**config.mk**
```make
export PLATFORM = sky130hd
export DESIGN_NAME = vco_band_cal
export DESIGN_NICKNAME = d
export VERILOG_FILES = /design/src/rtl/vbc_pkg.sv /design/src/rtl/vbc_trigger.sv /design/src/rtl/vbc_freq_meter.sv /design/src/rtl/vbc_search.sv /design/src/rtl/vco_band_cal.sv
export SDC_FILE = /design/constraint.sdc
export NUM_CORES = 1
export LEC_CHECK = 0
export BUFFER_PORTS_ARGS = -buffer_cell sky130_fd_sc_hd__buf_4
export CAP_MARGIN = 20
export CORE_UTILIZATION = 27
export DETAILED_ROUTE_END_ITERATION = 10
export GPL_TIMING_DRIVEN = 1
export HOLD_SLACK_MARGIN = 0.02
export PLACE_DENSITY_LB_ADDON = 0.12
export SLEW_MARGIN = 25
export SYNTH_ARGS = -nofsm -noshare
export SYNTH_HDL_FRONTEND = slang
export SYNTH_SLANG_ARGS = --single-unit
```
**constraint.sdc**
```tcl
create_clock -name clk -period 2.2 [get_ports clk]
set_clock_uncertainty 0.1 [all_clocks]
set_input_delay 0.11 -clock clk [delete_from_list [all_inputs] [get_ports clk]]
set_output_delay 0.11 -clock clk [all_outputs]
set_load 0.05 [all_outputs]
```
**src/rtl/vbc_pkg.sv**
```systemverilog
package vbc_pkg;

  typedef enum logic [1:0] {
    ST_IDLE = 2'd0,
    ST_ARM  = 2'd1,
    ST_MEAS = 2'd2,
    ST_DONE = 2'd3
  } cal_state_t;

endpackage

```
**src/rtl/vbc_trigger.sv**
```systemverilog
module vbc_trigger (
  input  logic clk,
  input  logic rst_n,
  input  logic enable,
  input  logic relock,
  output logic start,
  output logic halt
);
  logic en_q;

  always_ff @(posedge clk or negedge rst_n) begin
    if (!rst_n) en_q <= 1'b0;
    else        en_q <= enable;
  end

  // a rising enable or a relock while enabled both restart the search
  assign start = enable & (~en_q | relock);
  assign halt  = ~enable;
endmodule

```
**src/rtl/vbc_freq_meter.sv**
```systemverilog
module vbc_freq_meter #(
  parameter int WIN_LOG2 = 6,
  parameter int CNT_W    = WIN_LOG2 + 1
) (
  input  logic             clk,
  input  logic             rst_n,
  input  logic             abort,
  input  logic             start,
  input  logic             osc_edge,
  output logic             gate,
  output logic             cnt_valid,
  output logic [CNT_W-1:0] cnt_value
);
  logic                active;
  logic [WIN_LOG2-1:0] win_cnt;
  logic [CNT_W-1:0]    acc;

  always_ff @(posedge clk or negedge rst_n) begin
    if (!rst_n) begin
      active    <= 1'b0;
      win_cnt   <= '0;
      acc       <= '0;
      cnt_valid <= 1'b0;
    end else if (abort) begin
      active    <= 1'b0;
      win_cnt   <= '0;
      cnt_valid <= 1'b0;
    end else begin
      cnt_valid <= 1'b0;
      if (start) begin
        active  <= 1'b1;
        win_cnt <= '0;
        acc     <= '0;
      end else if (active) begin
        acc     <= acc + CNT_W'(osc_edge);
        win_cnt <= win_cnt + 1'b1;
        if (&win_cnt) begin
          active    <= 1'b0;
          cnt_valid <= 1'b1;
        end
      end
    end
  end

  assign gate      = active;
  assign cnt_value = acc;
endmodule

```
**src/rtl/vbc_search.sv**
```systemverilog
module vbc_search
  import vbc_pkg::*;
#(
  parameter int N_OSC  = 3,
  parameter int OSC_W  = 2,
  parameter int BAND_W = 7,
  parameter int CMP_W  = 16
) (
  input  logic              clk,
  input  logic              rst_n,
  input  logic              start,
  input  logic              halt,
  input  logic [CMP_W-1:0]  tgt_in,
  input  logic              cnt_valid,
  input  logic [CMP_W-1:0]  cnt_value,
  output logic              meas_start,
  output logic              meas_abort,
  output logic [OSC_W-1:0]  osc_sel,
  output logic [BAND_W-1:0] band,
  output logic              done,
  output logic              fail,
  output logic              lock_en
);
  cal_state_t       state;
  logic [CMP_W-1:0] tgt_q;
  logic             accept;
  logic             last_band;
  logic             last_osc;
  logic             band_edge;

  assign accept    = (cnt_value <= tgt_q);
  assign last_band = &band;
  assign band_edge = (band == '0) || last_band;

  generate
    if (N_OSC > 1) begin : g_multi
      assign last_osc = (osc_sel == OSC_W'(N_OSC - 1));
    end else begin : g_single
      assign last_osc = 1'b1;
    end
  endgenerate

  assign meas_abort = start | halt;
  assign meas_start = (state == ST_ARM) ||
                      ((state == ST_MEAS) && cnt_valid && !accept && !(last_band && last_osc));

  always_ff @(posedge clk or negedge rst_n) begin
    if (!rst_n) begin
      state   <= ST_IDLE;
      tgt_q   <= '0;
      osc_sel <= '0;
      band    <= '0;
      done    <= 1'b0;
      fail    <= 1'b0;
      lock_en <= 1'b0;
    end else if (halt) begin
      state   <= ST_IDLE;
      lock_en <= 1'b0;
    end else if (start) begin
      state   <= ST_ARM;
      tgt_q   <= tgt_in;
      osc_sel <= '0;
      band    <= '0;
      done    <= 1'b0;
      fail    <= 1'b0;
      lock_en <= 1'b0;
    end else begin
      case (state)
        ST_ARM: state <= ST_MEAS;
        ST_MEAS: begin
          if (cnt_valid) begin
            if (accept) begin
              state   <= ST_DONE;
              done    <= 1'b1;
              lock_en <= 1'b1;
              fail    <= band_edge;
            end else if (!last_band) begin
              band <= band + 1'b1;
            end else if (!last_osc) begin
              osc_sel <= osc_sel + 1'b1;
              band    <= '0;
            end else begin
              state   <= ST_DONE;
              done    <= 1'b1;
              lock_en <= 1'b1;
              fail    <= 1'b1;
            end
          end
        end
        default: state <= state;
      endcase
    end
  end
endmodule

```
**src/rtl/vco_band_cal.sv**
```systemverilog
module vco_band_cal #(
  parameter int N_OSC    = 3,
  parameter int BAND_W   = 7,
  parameter int DIV_W    = 10,
  parameter int WIN_LOG2 = 6,
  parameter int PRE_LOG2 = 8,
  localparam int OSC_W   = (N_OSC > 1) ? $clog2(N_OSC) : 1
) (
  input  logic              clk,
  input  logic              rst_n,
  input  logic              enable,
  input  logic              relock,
  input  logic              bank_sel,
  input  logic [DIV_W-1:0]  div_a,
  input  logic [DIV_W-1:0]  div_b,
  input  logic              osc_edge,
  output logic              meas_gate,
  output logic [OSC_W-1:0]  cal_osc,
  output logic [BAND_W-1:0] cal_band,
  output logic              cal_done,
  output logic              cal_fail,
  output logic              lock_en
);
  localparam int CNT_W  = WIN_LOG2 + 1;
  localparam int PROD_W = DIV_W + WIN_LOG2;
  localparam int CMP_W  = (PROD_W > CNT_W) ? PROD_W : CNT_W;

  logic              start;
  logic              halt;
  logic              meas_start;
  logic              meas_abort;
  logic              cnt_valid;
  logic [CNT_W-1:0]  cnt_raw;
  logic [DIV_W-1:0]  div_sel;
  logic [PROD_W-1:0] tgt_full;

  assign div_sel  = bank_sel ? div_b : div_a;
  assign tgt_full = {div_sel, {WIN_LOG2{1'b0}}} >> PRE_LOG2;

  vbc_trigger u_trig (
    .clk    (clk),
    .rst_n  (rst_n),
    .enable (enable),
    .relock (relock),
    .start  (start),
    .halt   (halt)
  );

  vbc_freq_meter #(.WIN_LOG2(WIN_LOG2), .CNT_W(CNT_W)) u_meter (
    .clk       (clk),
    .rst_n     (rst_n),
    .abort     (meas_abort),
    .start     (meas_start),
    .osc_edge  (osc_edge),
    .gate      (meas_gate),
    .cnt_valid (cnt_valid),
    .cnt_value (cnt_raw)
  );

  vbc_search #(.N_OSC(N_OSC), .OSC_W(OSC_W), .BAND_W(BAND_W), .CMP_W(CMP_W)) u_search (
    .clk        (clk),
    .rst_n      (rst_n),
    .start      (start),
    .halt       (halt),
    .tgt_in     (CMP_W'(tgt_full)),
    .cnt_valid  (cnt_valid),
    .cnt_value  (CMP_W'(cnt_raw)),
    .meas_start (meas_start),
    .meas_abort (meas_abort),
    .osc_sel    (cal_osc),
    .band       (cal_band),
    .done       (cal_done),
    .fail       (cal_fail),
    .lock_en    (lock_en)
  );
endmodule

```
-- After elaboration in Yosys (flattened, before gate mapping)
Index checks and enable logic that the tools add are counted.
- word-level logic and storage cells: 106
- output and inout bits: 13
- bits in registers: 38
- input port bits: 26
- add/subtract/negate cells: 4
- eq/ne operators: 14
- $lt $le $gt $ge: 1
- bitwise logic cells: 6
- mux-type cells: 44
- reductions and logical operators: 25
- operators by type and width (kind ; count):
    two-way mux 7 bit ; 8
    two-way mux 2 bit ; 12
    two-way mux 1 bit ; 19
    two-way mux 6 bit ; 3
    != test 4 x 1 -> 1 bit, second input constant ; 3
    AND reduction 6 bit ; 2
    two-way mux 10 bit ; 1
    != test 5 x 2 -> 1 bit, second input constant ; 2
    AND reduction 5 bit ; 2
    nonzero test 3 bit ; 3
    <= comparator 7 x 8 -> 1 bit ; 1
    AND reduction 4 bit ; 2
    nonzero test 2 bit ; 4
    adder 7 x 1 -> 7 bit ; 1
    adder 7 x 1 -> 7 bit, second input constant ; 1
    zero test 7 bit ; 1
    AND reduction 7 bit ; 1
    adder 6 x 1 -> 6 bit, second input constant ; 1
    != test 3 x 1 -> 1 bit, second input constant ; 2
    equality test 2 bit, second input constant ; 2
    logical AND 1 bit ; 4
    != test 2 x 1 -> 1 bit, second input constant ; 2
    != test 4 x 2 -> 1 bit, second input constant ; 1
    case mux 2 bit (2 select lines) ; 1
    other kinds (9) ; 15

-- Longest topological paths before layout
Gate-level depths: netlist of run 1.
- word-level depth: 8
- gate-level depth with buffers: 9
- gate-level depth less buffers: 8

-- Hierarchy
From an unflattened synthesis of run 1, not the netlist that was laid out.
- cells, all modules: 296
- area, all modules: 2871.5 µm²
- modules (own cells, without submodules) (module ; area each (µm²) ; times used ; cells each ; sequential area each (µm²)):
    vbc_search ; 1906.8 ; 1 ; 205 ; 750.7
    vbc_freq_meter ; 788.3 ; 1 ; 77 ; 375.4
    vco_band_cal ; 135.1 ; 1 ; 10 ; 0.0
    vbc_trigger ; 41.3 ; 1 ; 4 ; 25.0

-- Worst setup path after synthesis of run 1
No wires, ideal clock.
- path kind: reg2reg
- start: reg u_search.band[0]
- end: reg u_meter.acc[0], in the netlist u_meter.cnt_value[0]
- path buffers: 2
- period minus slack after synthesis: 2.442 ns
- arrival: 2.221 ns
- slack: -0.242 ns
- stages on the path, launching flop included: 10
- cells stage by stage: dfrtp_1 ha_1 and3_1 and4_4 buf_6 a211o_4 o211ai_2 buf_6 nor2_1 a22o_1
- word-level cells in the longest chain between the ends: 7
- RTL lines (what ; line ; RTL):
    start, declared ; vbc_search.sv:19 ; output logic [BAND_W-1:0] band,
    start signal, assigned ; vbc_search.sv:78 ; band <= band + 1'b1;
    AND reduction 7 bit * ; vbc_search.sv:32 ; assign last_band = &band;
    logical AND 1 bit * ; vbc_search.sv:45 ; ((state == ST_MEAS) && cnt_valid && !accept && !(last_band && last_osc));
    zero test 1 bit * ; vbc_search.sv:45 ;
    logical AND 1 bit * ; vbc_search.sv:45 ;
    logical OR 1 bit * ; vbc_search.sv:44 ; assign meas_start = (state == ST_ARM) ||
    nonzero test 2 bit (no source line) ; - ;
    AND reduction 2 bit (no source line) ; - ;
    end signal, assigned ; vbc_freq_meter.sv:35 ; acc <= acc + CNT_W'(osc_edge);
    end, declared ; vbc_freq_meter.sv:16 ; logic [CNT_W-1:0] acc;
Mark *: on every way between the ends. The rest lies on a longest branch, timed or not.
A chain may end at the register's enable or synchronous reset.

-- Final worst setup path of run 1
Ends and elaborated chain as after synthesis.

==> flow_summary_export.csv, run 1 <==
group,metric,value,unit
setup_path,ff2ff_setup_slack,0.02,ns
timing,holdWs,0.0315,ns
synth,synth-main-ff-cell,"dfrtp_1",
timing,rsz0062_at_grt,"yes",
power_and_ir_drop,ir_drop,0.195,mV
timing,setup_violations,0,
synth,netlist_area,2170,sq um
power_and_ir_drop,leakage,1.38,nW
synth,synth_warnings,0,
timing,relSlewSlack,54.5,%
clock_network,cts_htree_levels,2,
floorplan,num_rows,32,
placed_design,place.gp.congestion,0.707,
min_path,min_to,"u_search.tgt_q[7]",
timing,fmaxAchievable,460,MHz
setup_path,worstSetupEndpointType,"register",
route,drc_errors,0,
global_routing,grt_pass1_vias,1916,
power_and_ir_drop,power,1.64,mW
min_path,holdPathStages,3,
timing,hold_viol_final,0,
status,outcome,"finished clean",
floorplan,die_x,91.6,um
synth,postSynthAreaPerCell,9.59,sq um
synth,synth-seq-area-share,43.9,%
floorplan,die_h,91.6,um
setup_path,cp_max_fo,5,
global_routing,antenna_found_initial,0,
floorplan,io_pins,39,
route,drt_iter0_drc,58,
setup_path,rr_startpoint,"u_search.band[0]",
timing,fin_ws,0.0244,ns
synth,synth-edff-count,0,
min_path,min_from,"div_a[9]",
timing,drv_slew,0,
route,num_vias,1840,
route,first_pass_iters,4,
finish,syn_to_final_growth,42.3,%
synth,ys_seq_elements,38,
run,drv_cap,0,
finish,layout-drive-gt1-share,32.8,%
synth,ys_async_sr_fraction,100,%
clock_network,cts_tree,"done",
setup_path,start_kind,"register",
route,avgViaCountPerCell,4.52,
timing,fin_tns_setup,0,ns
synth,synth.distinct_cells,41,
clock_network,clk_latency,0.30,ns
finish,fin_nets,343,
global_routing,grt_max_degree,39,
route,ant_nets,0,
global_routing,grtUsageTotal,13.8,%
setup_path,required,2.28,ns
clock_network,clk_pin_slew,0.08,ns
route,wire_per_inst,12.6,um
timing,fin_crit,2.18,ns
clock_network,cts_sinks,38,
floorplan,core_area,7730,sq um
clock_network,cts_made_buffers,5,
timing,worst_slew_pin_slew,0.680,ns
placed_design,place_hpwl,3620,um
min_path,hold_class,"input port to register",
clock_network,cts_root_buffer,"clkbuf_8",
finish,antennaDiodeCount,0,
placed_design,place_area,2710,sq um
global_routing,overflow,0,
clock_network,clockBufferDepth,2,
synth,synthesis.instances,226,
placed_design,io_buffers,34,
global_routing,grt_pass1_wl,9140,um
setup_path,critPathKind,"register to register",
finish,finish.instance_area,3080,sq um
placed_design,dp_slack,-0.0678,ns
setup_path,critPathArrivalTime,2.26,ns
setup_path,r2r_end,"u_meter.cnt_value[0]",
timing,period_share,98.9,%
route,wl,5120,um
setup_path,r2r_cells,8,
power_and_ir_drop,power.density,532,nW/um^2
floorplan,die_area,8390,sq um
floorplan,initial_core_util,28.0,%
synth,syn_nets,265,
[timing repair]
action,in CTS,in global routing
hold endpoints to repair,47,0
hold buffers,16,0
buffers inserted,2,2
gates resized for setup,4,12
endpoints found under the setup margin,6,16
pin swaps,3,3
[flip-flops by register name (all words and copies together), names as in the netlist]
register           cells
u_meter.cnt_valid      1
u_search.fail          1
u_search.state         2
u_meter.gate           1
u_meter.win_cnt        6
u_search.band          7
u_search.tgt_q         8
u_trig.en_q            1
u_search.lock_en       1
u_search.done          1
u_search.osc_sel       2
u_meter.cnt_value      7
[worst max-delay path by stage]
| stage | start | endpoint | slack (ns) |
|---|---|---|---|
| after detailed placement | u_meter.cnt_value[5] | u_search.osc_sel[0] | -0.07 |
| after global placement | u_meter.cnt_value[5] | u_search.osc_sel[0] | -0.02 |
| final | u_search.band[0] | u_meter.cnt_value[0] | 0.02 |
| after global routing | u_search.band[0] | u_meter.cnt_value[0] | -0.07 |
| after CTS | u_meter.cnt_value[4] | u_meter.cnt_value[3] | 0.002 |
| after floorplan | u_search.band[0] | u_meter.cnt_value[0] | -0.09 |
[through the flow]
| stage | cells | util [%] |
|---|---|---|
| 5_1_grt | 407 | 39.9 |
| 6_report | 407 | 39.9 |
| 3_3_place_gp | 379 | 35.0 |
| 2_1_floorplan | 226 | - |
| 3_5_place_dp | 379 | 35.0 |
| 4_1_cts | 405 | 38.8 |
[cell usage after synthesis (4+ instances only)]
cell,instances,area (sq um)
dfrtp_1,38,951
nor2_1,25,93.8
nand2_1,22,82.6
o21ai_0,19,95.1
inv_1,18,67.6
ha_1,13,163
mux2i_1,12,120
a21oi_1,9,45.0
clkbuf_1,6,22.5
nand3_1,5,25.0
or3_1,5,31.3
xor2_1,5,43.8
nand2b_1,4,25.0
nand4_1,4,25.0
nor3_1,4,20.0
[cell usage in the layout, fill, tap and decap left out, drive strengths merged, types with 3 or more instances in the layout]
cell type	count
nor2	25
buf	63
o21a	3
or3	5
dlygate4sd3	16
nand2b	4
o21ai	20
nor4	3
clkbuf	6
dfrtp	38
mux2i	12
xor2	5
xnor2	3
inv	18
nand3	5
a211oi	4
nand2	22
ha	13
nor3	6
a21oi	9
nand4	4
[cell type report]
class / instances / area [sq um]
clock inverters: 2 / 10.0
flip-flops and latches: 38 / 956
clock buffers: 6 / 72.6
repair buffers: 79 / 637
multi-input cells: 162 / 1210
inverters: 18 / 67.6
fillers: 802 / 4640
well taps: 102 / 128
[routing by layer]
metal  GRT usage [%]  part of all wire (%)  vias to the layer above
met5               0                     0                        -
met4            5.16                   1.4                        0
met3            2.26                   3.6                        7
met2            23.1                    48                       37
met1            17.7                    47                      859
li1                -                     -                      937
[critical path, cell delays in order (launching register included)]
cell and delay (ns):
dfrtp_2 0.41, ha_2 0.19, and3_4 0.18, and4_4 0.19, a211o_4 0.34, o211ai_2 0.26
buf_4 0.16, nor2_2 0.04, a22o_1 0.18
[report_power, final]
part	leakage, nW	internal, mW	switching [mW]
Combinational	0.834	0.210	0.191
Sequential	0.505	0.735	0.0278
Clock	0.0450	0.220	0.256
[cell families (layout without fill, tap and decap cells)]
family / Yosys count / after routing / share of synthesized area [%]
AND/OR/NAND/NOR: 83 / 83 / 20.8
AO/OA/AOI/OAI: 46 / 46 / 13.8
flip-flops: 38 / 38 / 43.9
buffers and inverters: 26 / 105 / 5.20
adder cells (fa/ha/maj): 13 / 13 / 7.51
multiplexers: 12 / 12 / 5.54
XOR/XNOR: 8 / 8 / 3.23
(Power assumes the default switching activity.)
==> run 2: changes to the inputs <==
--- a/config.mk
+++ b/config.mk
@@ -7,6 +7,8 @@
 export LEC_CHECK = 0
 export BUFFER_PORTS_ARGS = -buffer_cell sky130_fd_sc_hd__buf_4
 export CAP_MARGIN = 20
+export CELL_PAD_IN_SITES_DETAIL_PLACEMENT = 1
+export CELL_PAD_IN_SITES_GLOBAL_PLACEMENT = 1
 export CORE_UTILIZATION = 27
 export DETAILED_ROUTE_END_ITERATION = 10
 export GPL_TIMING_DRIVEN = 1
==> flow_summary_export.csv, run 2 (synthesis results as in run 1) <==
group,metric,value,unit
finish,ff_latch_area,956,sq um
route,drt_iter0_drc,53,
route,num_vias,1860,
timing,worst_slew_pin_slew,0.652,ns
status,outcome,"finished clean",
finish,most-common-layout-cells,"buf_4, dfrtp_1, nor2_1",
clock_network,cts_sinks,38,
timing,drv_slew,0,
finish,largest_reg_flops,8,
finish,fill_cells,901,
floorplan,die_h,91.6,um
clock_network,clk_latency,0.30,ns
setup_path,critPathKind,"register to register",
power_and_ir_drop,leakage,1.36,nW
global_routing,overflow,0,
timing,relSlewSlack,56.4,%
power_and_ir_drop,power_frac_seq,45.5,%
timing,fin_ws,0.0546,ns
clock_network,cts_tree,"done",
power_and_ir_drop,p_sw,489,uW
power_and_ir_drop,swShare,29.0,%
setup_path,required,2.29,ns
finish,reg_top3,"u_search.tgt_q x8, u_meter.cnt_value x7, u_search.band x7",
clock_network,cts_root_buffer,"clkbuf_8",
placed_design,dp_slack,-0.135,ns
global_routing,antenna_found_initial,0,
timing,setup_violations,0,
floorplan,die_x,91.6,um
global_routing,grt_max_degree,39,
route,drc_errors,0,
clock_network,cts_htree_levels,2,
floorplan,die_area,8390,sq um
placed_design,place.gp.congestion,0.765,
timing,fin_crit,2.15,ns
power_and_ir_drop,p_clk_share,30.7,%
finish,largest_register,"u_search.tgt_q",
power_and_ir_drop,power,1.68,mW
floorplan,initial_core_util,28.0,%
clock_network,clk_pin_slew,0.08,ns
power_and_ir_drop,share_comb_of_total_power,23.8,%
route,ant_nets,0,
timing,rsz0062_at_grt,"yes",
placed_design,place_hpwl,3910,um
finish,layout-drive-gt1-share,32.6,%
floorplan,num_rows,32,
power_and_ir_drop,ir_drop,0.211,mV
setup_path,critPathArrivalTime,2.24,ns
route,wire_per_inst,13.6,um
setup_path,cp_max_fo,5,
global_routing,grtUsageTotal,14.9,%
min_path,hold_class,"input port to register",
route,wl,5490,um
finish,syn_to_final_growth,42.0,%
clock_network,cts_made_buffers,5,
setup_path,worstSetupEndpointType,"register",
finish,antennaDiodeCount,0,
finish,multi_input_area,1220,sq um
route,first_pass_iters,4,
power_and_ir_drop,power.density,547,nW/um^2
setup_path,start_kind,"register",
clock_network,clockBufferDepth,2,
finish,fin_nets,339,
floorplan,io_pins,39,
run,drv_cap,0,
timing,period_share,97.5,%
finish,layout_commonest_cell,"buf_4",
floorplan,core_area,7730,sq um
route,avgViaCountPerCell,4.62,
global_routing,grt_pass1_vias,2009,
timing,hold_viol_final,0,
global_routing,grt_pass1_wl,9740,um
power_and_ir_drop,p_int,1.19,mW
timing,fmaxAchievable,466,MHz
placed_design,io_buffers,34,
==> run 2: what timing repair did <==
action                     CTS  global route
hold endpoints to repair    48             0
gates resized for setup     13             9
setup endpoints to repair   15            17
hold buffers                18             0
pin swaps                    7             5
setup buffers                3             1
==> run 2: cell type report <==
| cell class | count | share of cell area [%] |
|---|---|---|
| Multi-Input combinational cell | 162 | 39.8 |
| Sequential cell | 38 | 31.1 |
| Timing Repair Buffer | 75 | 19.9 |
| Tap cell | 102 | 4.15 |
| Clock buffer | 7 | 2.80 |
| Inverter | 18 | 2.20 |
| Clock inverter | 1 | 0.163 |
==> run 2: worst paths after layout <==
check | startpoint | end | slack, ns | cells past startpoint
max | u_search.band[0] | u_meter.cnt_value[0] | 0.05 | 8
min | osc_edge | u_meter.cnt_value[0] | 0.07 | 3
max in group asynchronous | rst_n | u_search.band[1] | 1.39 | 2
min in group asynchronous | rst_n | u_search.osc_sel[0] | 0.22 | 2
max reg2reg | u_search.band[0] | u_meter.cnt_value[0] | 0.05 | 8
min reg2reg | u_search.tgt_q[1] | u_search.tgt_q[1] | 0.38 | 2
==> run 2: power by group through the flow <==
stage	logic [mW]	registers (mW)	clock network (mW)
floorplan	0.169	0.773	0
global placement	0.293	0.771	0
detailed placement	0.300	0.772	0
CTS	0.387	0.763	0.550
global route	0.448	0.771	0.574
finish	0.401	0.765	0.517
==> run 2: per-stage QoR <==
step | utilization [%] | TNS [ns] | instance area [sq um] | std cells | hold slack [ns]
finish | 39.8 | 0 | 3080 | 403 | 0.0686
CTS | 39.2 | 0 | 3030 | 402 | 0.0480
global route | 39.8 | -0.146 | 3080 | 403 | 0.0554
detailed placement | 34.6 | -1.16 | 2670 | 374 | 0.0309
global placement | 34.6 | -0.751 | 2670 | 374 | 0.0331
floorplan | - | -0.233 | 2180 | 226 | -0.286
==> run 2: metal layers <==
layer	vias to the layer above	track usage, %	wire length (um)
met2	30	25.6	2740
met4	0	5.16	40
li1	926	-	-
met5	-	0	0
met3	4	2.68	187
met1	900	18.6	2520
==> run 2: worst max-delay path, cell delays in order, from the launching register on <==
cell and delay (ns):
dfrtp_2 0.41, ha_2 0.19, and3_4 0.18, and4_4 0.19, a211o_4 0.34, o211ai_2 0.26, buf_4 0.16, nor2_2 0.03
a22o_1 0.18
==> run 3: changes to the inputs <==
--- a/config.mk
+++ b/config.mk
@@ -14,6 +14,7 @@
 export GPL_TIMING_DRIVEN = 1
 export HOLD_SLACK_MARGIN = 0.02
 export PLACE_DENSITY_LB_ADDON = 0.12
+export SETUP_SLACK_MARGIN = 0.4
 export SLEW_MARGIN = 25
 export SYNTH_ARGS = -nofsm -noshare
 export SYNTH_HDL_FRONTEND = slang
==> flow_summary_export.csv, run 3 (synthesis results as in run 1) <==
group,metric,value,unit
power_and_ir_drop,power.density,592,nW/um^2
route,drc_errors,0,
route,avgViaCountPerCell,4.67,
route,first_pass_iters,3,
placed_design,io_buffers,34,
run,drv_cap,0,
finish,layout_commonest_cell,"buf_4",
route,maxUsedRoutingLayer,"met4",
clock_network,clk_latency,0.30,ns
placed_design,place_hpwl,3800,um
timing,relSlewSlack,54.4,%
timing,fin_tns_setup,0,ns
route,route.met3.wl,198,um
route,wire_per_inst,13.8,um
finish,layout-drive-gt1-share,39.8,%
timing,hold_viol_final,0,
floorplan,initial_core_util,28.0,%
clock_network,cts_root_buffer,"clkbuf_8",
power_and_ir_drop,p_sw,513,uW
finish,antennaDiodeCount,0,
setup_path,cp_cell_sequence,"ha_4 -> nand2b_1 -> a211oi_4 -> nor3_4 -> buf_6 -> buf_12 -> nor4_4 -> xnor2_1 -> nor2_1",
power_and_ir_drop,swShare,26.2,%
setup_path,worstSetupEndpointType,"register",
global_routing,grt_pass1_vias,2012,
setup_path,cp_max_fo,4,
setup_path,required,2.27,ns
route,ant_nets,0,
placed_design,place.gp.congestion,0.766,
clock_network,cts_made_buffers,5,
finish,reg_top3,"u_search.tgt_q x8, u_meter.cnt_value x7, u_search.band x7",
setup_path,critPathKind,"register to register",
status,outcome,"finished clean",
global_routing,antenna_found_initial,0,
finish,fin_nets,342,
timing,rsz0062_at_grt,"yes",
power_and_ir_drop,p_clk_share,38.7,%
timing,period_share,98.4,%
placed_design,place_inst,369,
route,num_vias,1898,
global_routing,overflow,0,
setup_path,critPathArrivalTime,2.24,ns
floorplan,num_rows,32,
global_routing,grtUsageTotal,14.7,%
power_and_ir_drop,ir_drop,0.256,mV
clock_network,clockBufferDepth,2,
power_and_ir_drop,power_frac_seq,38.9,%
power_and_ir_drop,leakage,1.45,nW
floorplan,io_pins,39,
timing,drv_slew,0,
route,wl,5620,um
finish,final_cells,406,
timing,fin_crit,2.17,ns
route,wl_met2,2760,um
finish,most-common-layout-cells,"buf_4, dfrtp_1, nor2_1",
timing,fin_ws,0.0342,ns
global_routing,grt_pass1_wl,9610,um
finish,largest_register,"u_search.tgt_q",
setup_path,start_kind,"register",
power_and_ir_drop,p_int,1.45,mW
placed_design,dp_slack,-0.0516,ns
finish,largest_reg_flops,8,
timing,holdWs,0.0269,ns
setup_path,crit_slowest_cell,"dfrtp_1",
clock_network,cts_tree,"done",
placed_design,place_area,2670,sq um
power_and_ir_drop,share_comb_of_total_power,22.4,%
clock_network,clk_pin_slew,0.08,ns
timing,setup_violations,0,
min_path,hold_class,"input port to register",
finish,finish.instance_area,3320,sq um
floorplan,die_x,91.6,um
finish,syn_to_final_growth,53.0,%
clock_network,cts_htree_levels,2,
route,wl_met1,2610,um
route,drt_iter0_drc,68,
setup_path,cpPeakStageDelay,0.43,ns
floorplan,core_area,7730,sq um
timing,fmaxAchievable,462,MHz
global_routing,grt_max_degree,39,
clock_network,cts_sinks,38,
floorplan,die_area,8390,sq um
floorplan,die_h,91.6,um
timing,worst_slew_pin_slew,0.683,ns
finish,fill_cells,866,
-- run 3: what timing repair did --
action	CTS	global route
endpoints found under the setup margin	28	28
hold buffers	16	0
setup buffers	9	4
pin swaps	16	11
hold endpoints to repair	47	0
resized for setup	35	17
-- run 3: cell type report --
class                           instances  area, sq um  area share, %
Clock inverter                          2         60.1           1.81
Timing Repair Buffer                   78          672           20.3
Clock buffer                            6         82.6           2.49
Sequential cell                        38          956           28.8
Inverter                               18         67.6           2.04
Tap cell                              102          128           3.85
Multi-Input combinational cell        162         1350           40.7
-- run 3: metrics by stage --
stage / utilization (%) / power [mW]
after floorplan: - / 0.963
after global placement: 34.6 / 1.08
after detailed placement: 34.6 / 1.08
after CTS: 41.5 / 1.96
after global routing: 42.9 / 2.06
final: 42.9 / 1.96
-- run 3: final timing paths --
path | startpoint | endpoint | slack, ns | cells after the start
min in group asynchronous | rst_n | u_search.band[5] | 0.23 | 2
setup reg to reg | u_meter.cnt_value[1] | u_search.osc_sel[0] | 0.03 | 9
hold / removal | div_a[4] | u_search.tgt_q[2] | 0.03 | 3
setup / recovery | u_meter.cnt_value[1] | u_search.osc_sel[0] | 0.03 | 9
max in group asynchronous | rst_n | u_search.band[0] | 1.39 | 2
hold reg to reg | u_search.tgt_q[1] | u_search.tgt_q[1] | 0.38 | 2
-- run 3: critical path: cells and delay by family, from the launching register on --
| family | cells | cell delay [ns] |
|---|---|---|
| buf+inv | 2 | 0.26 |
| xor+xnor | 1 | 0.16 |
| flops | 1 | 0.43 |
| simple gates | 4 | 0.50 |
| compound gates | 1 | 0.32 |
| fa+ha+maj | 1 | 0.29 |
-- run 3: power by group through the flow --
stage                     clock, mW  sequential, mW  combinational [mW]
final                         0.759           0.764               0.440
after global routing          0.802           0.769               0.489
after CTS                     0.783           0.764               0.417
after detailed placement          0           0.777               0.307
after global placement            0           0.775               0.300
after floorplan                   0           0.776               0.186
-- run 3: metal layers --
metal | vias to the layer above | global-route usage (%)
met3 | 4 | 4.02
met5 | - | 0
li1 | 937 | -
met4 | 0 | 3.97
met2 | 28 | 25.3
met1 | 929 | 18.1
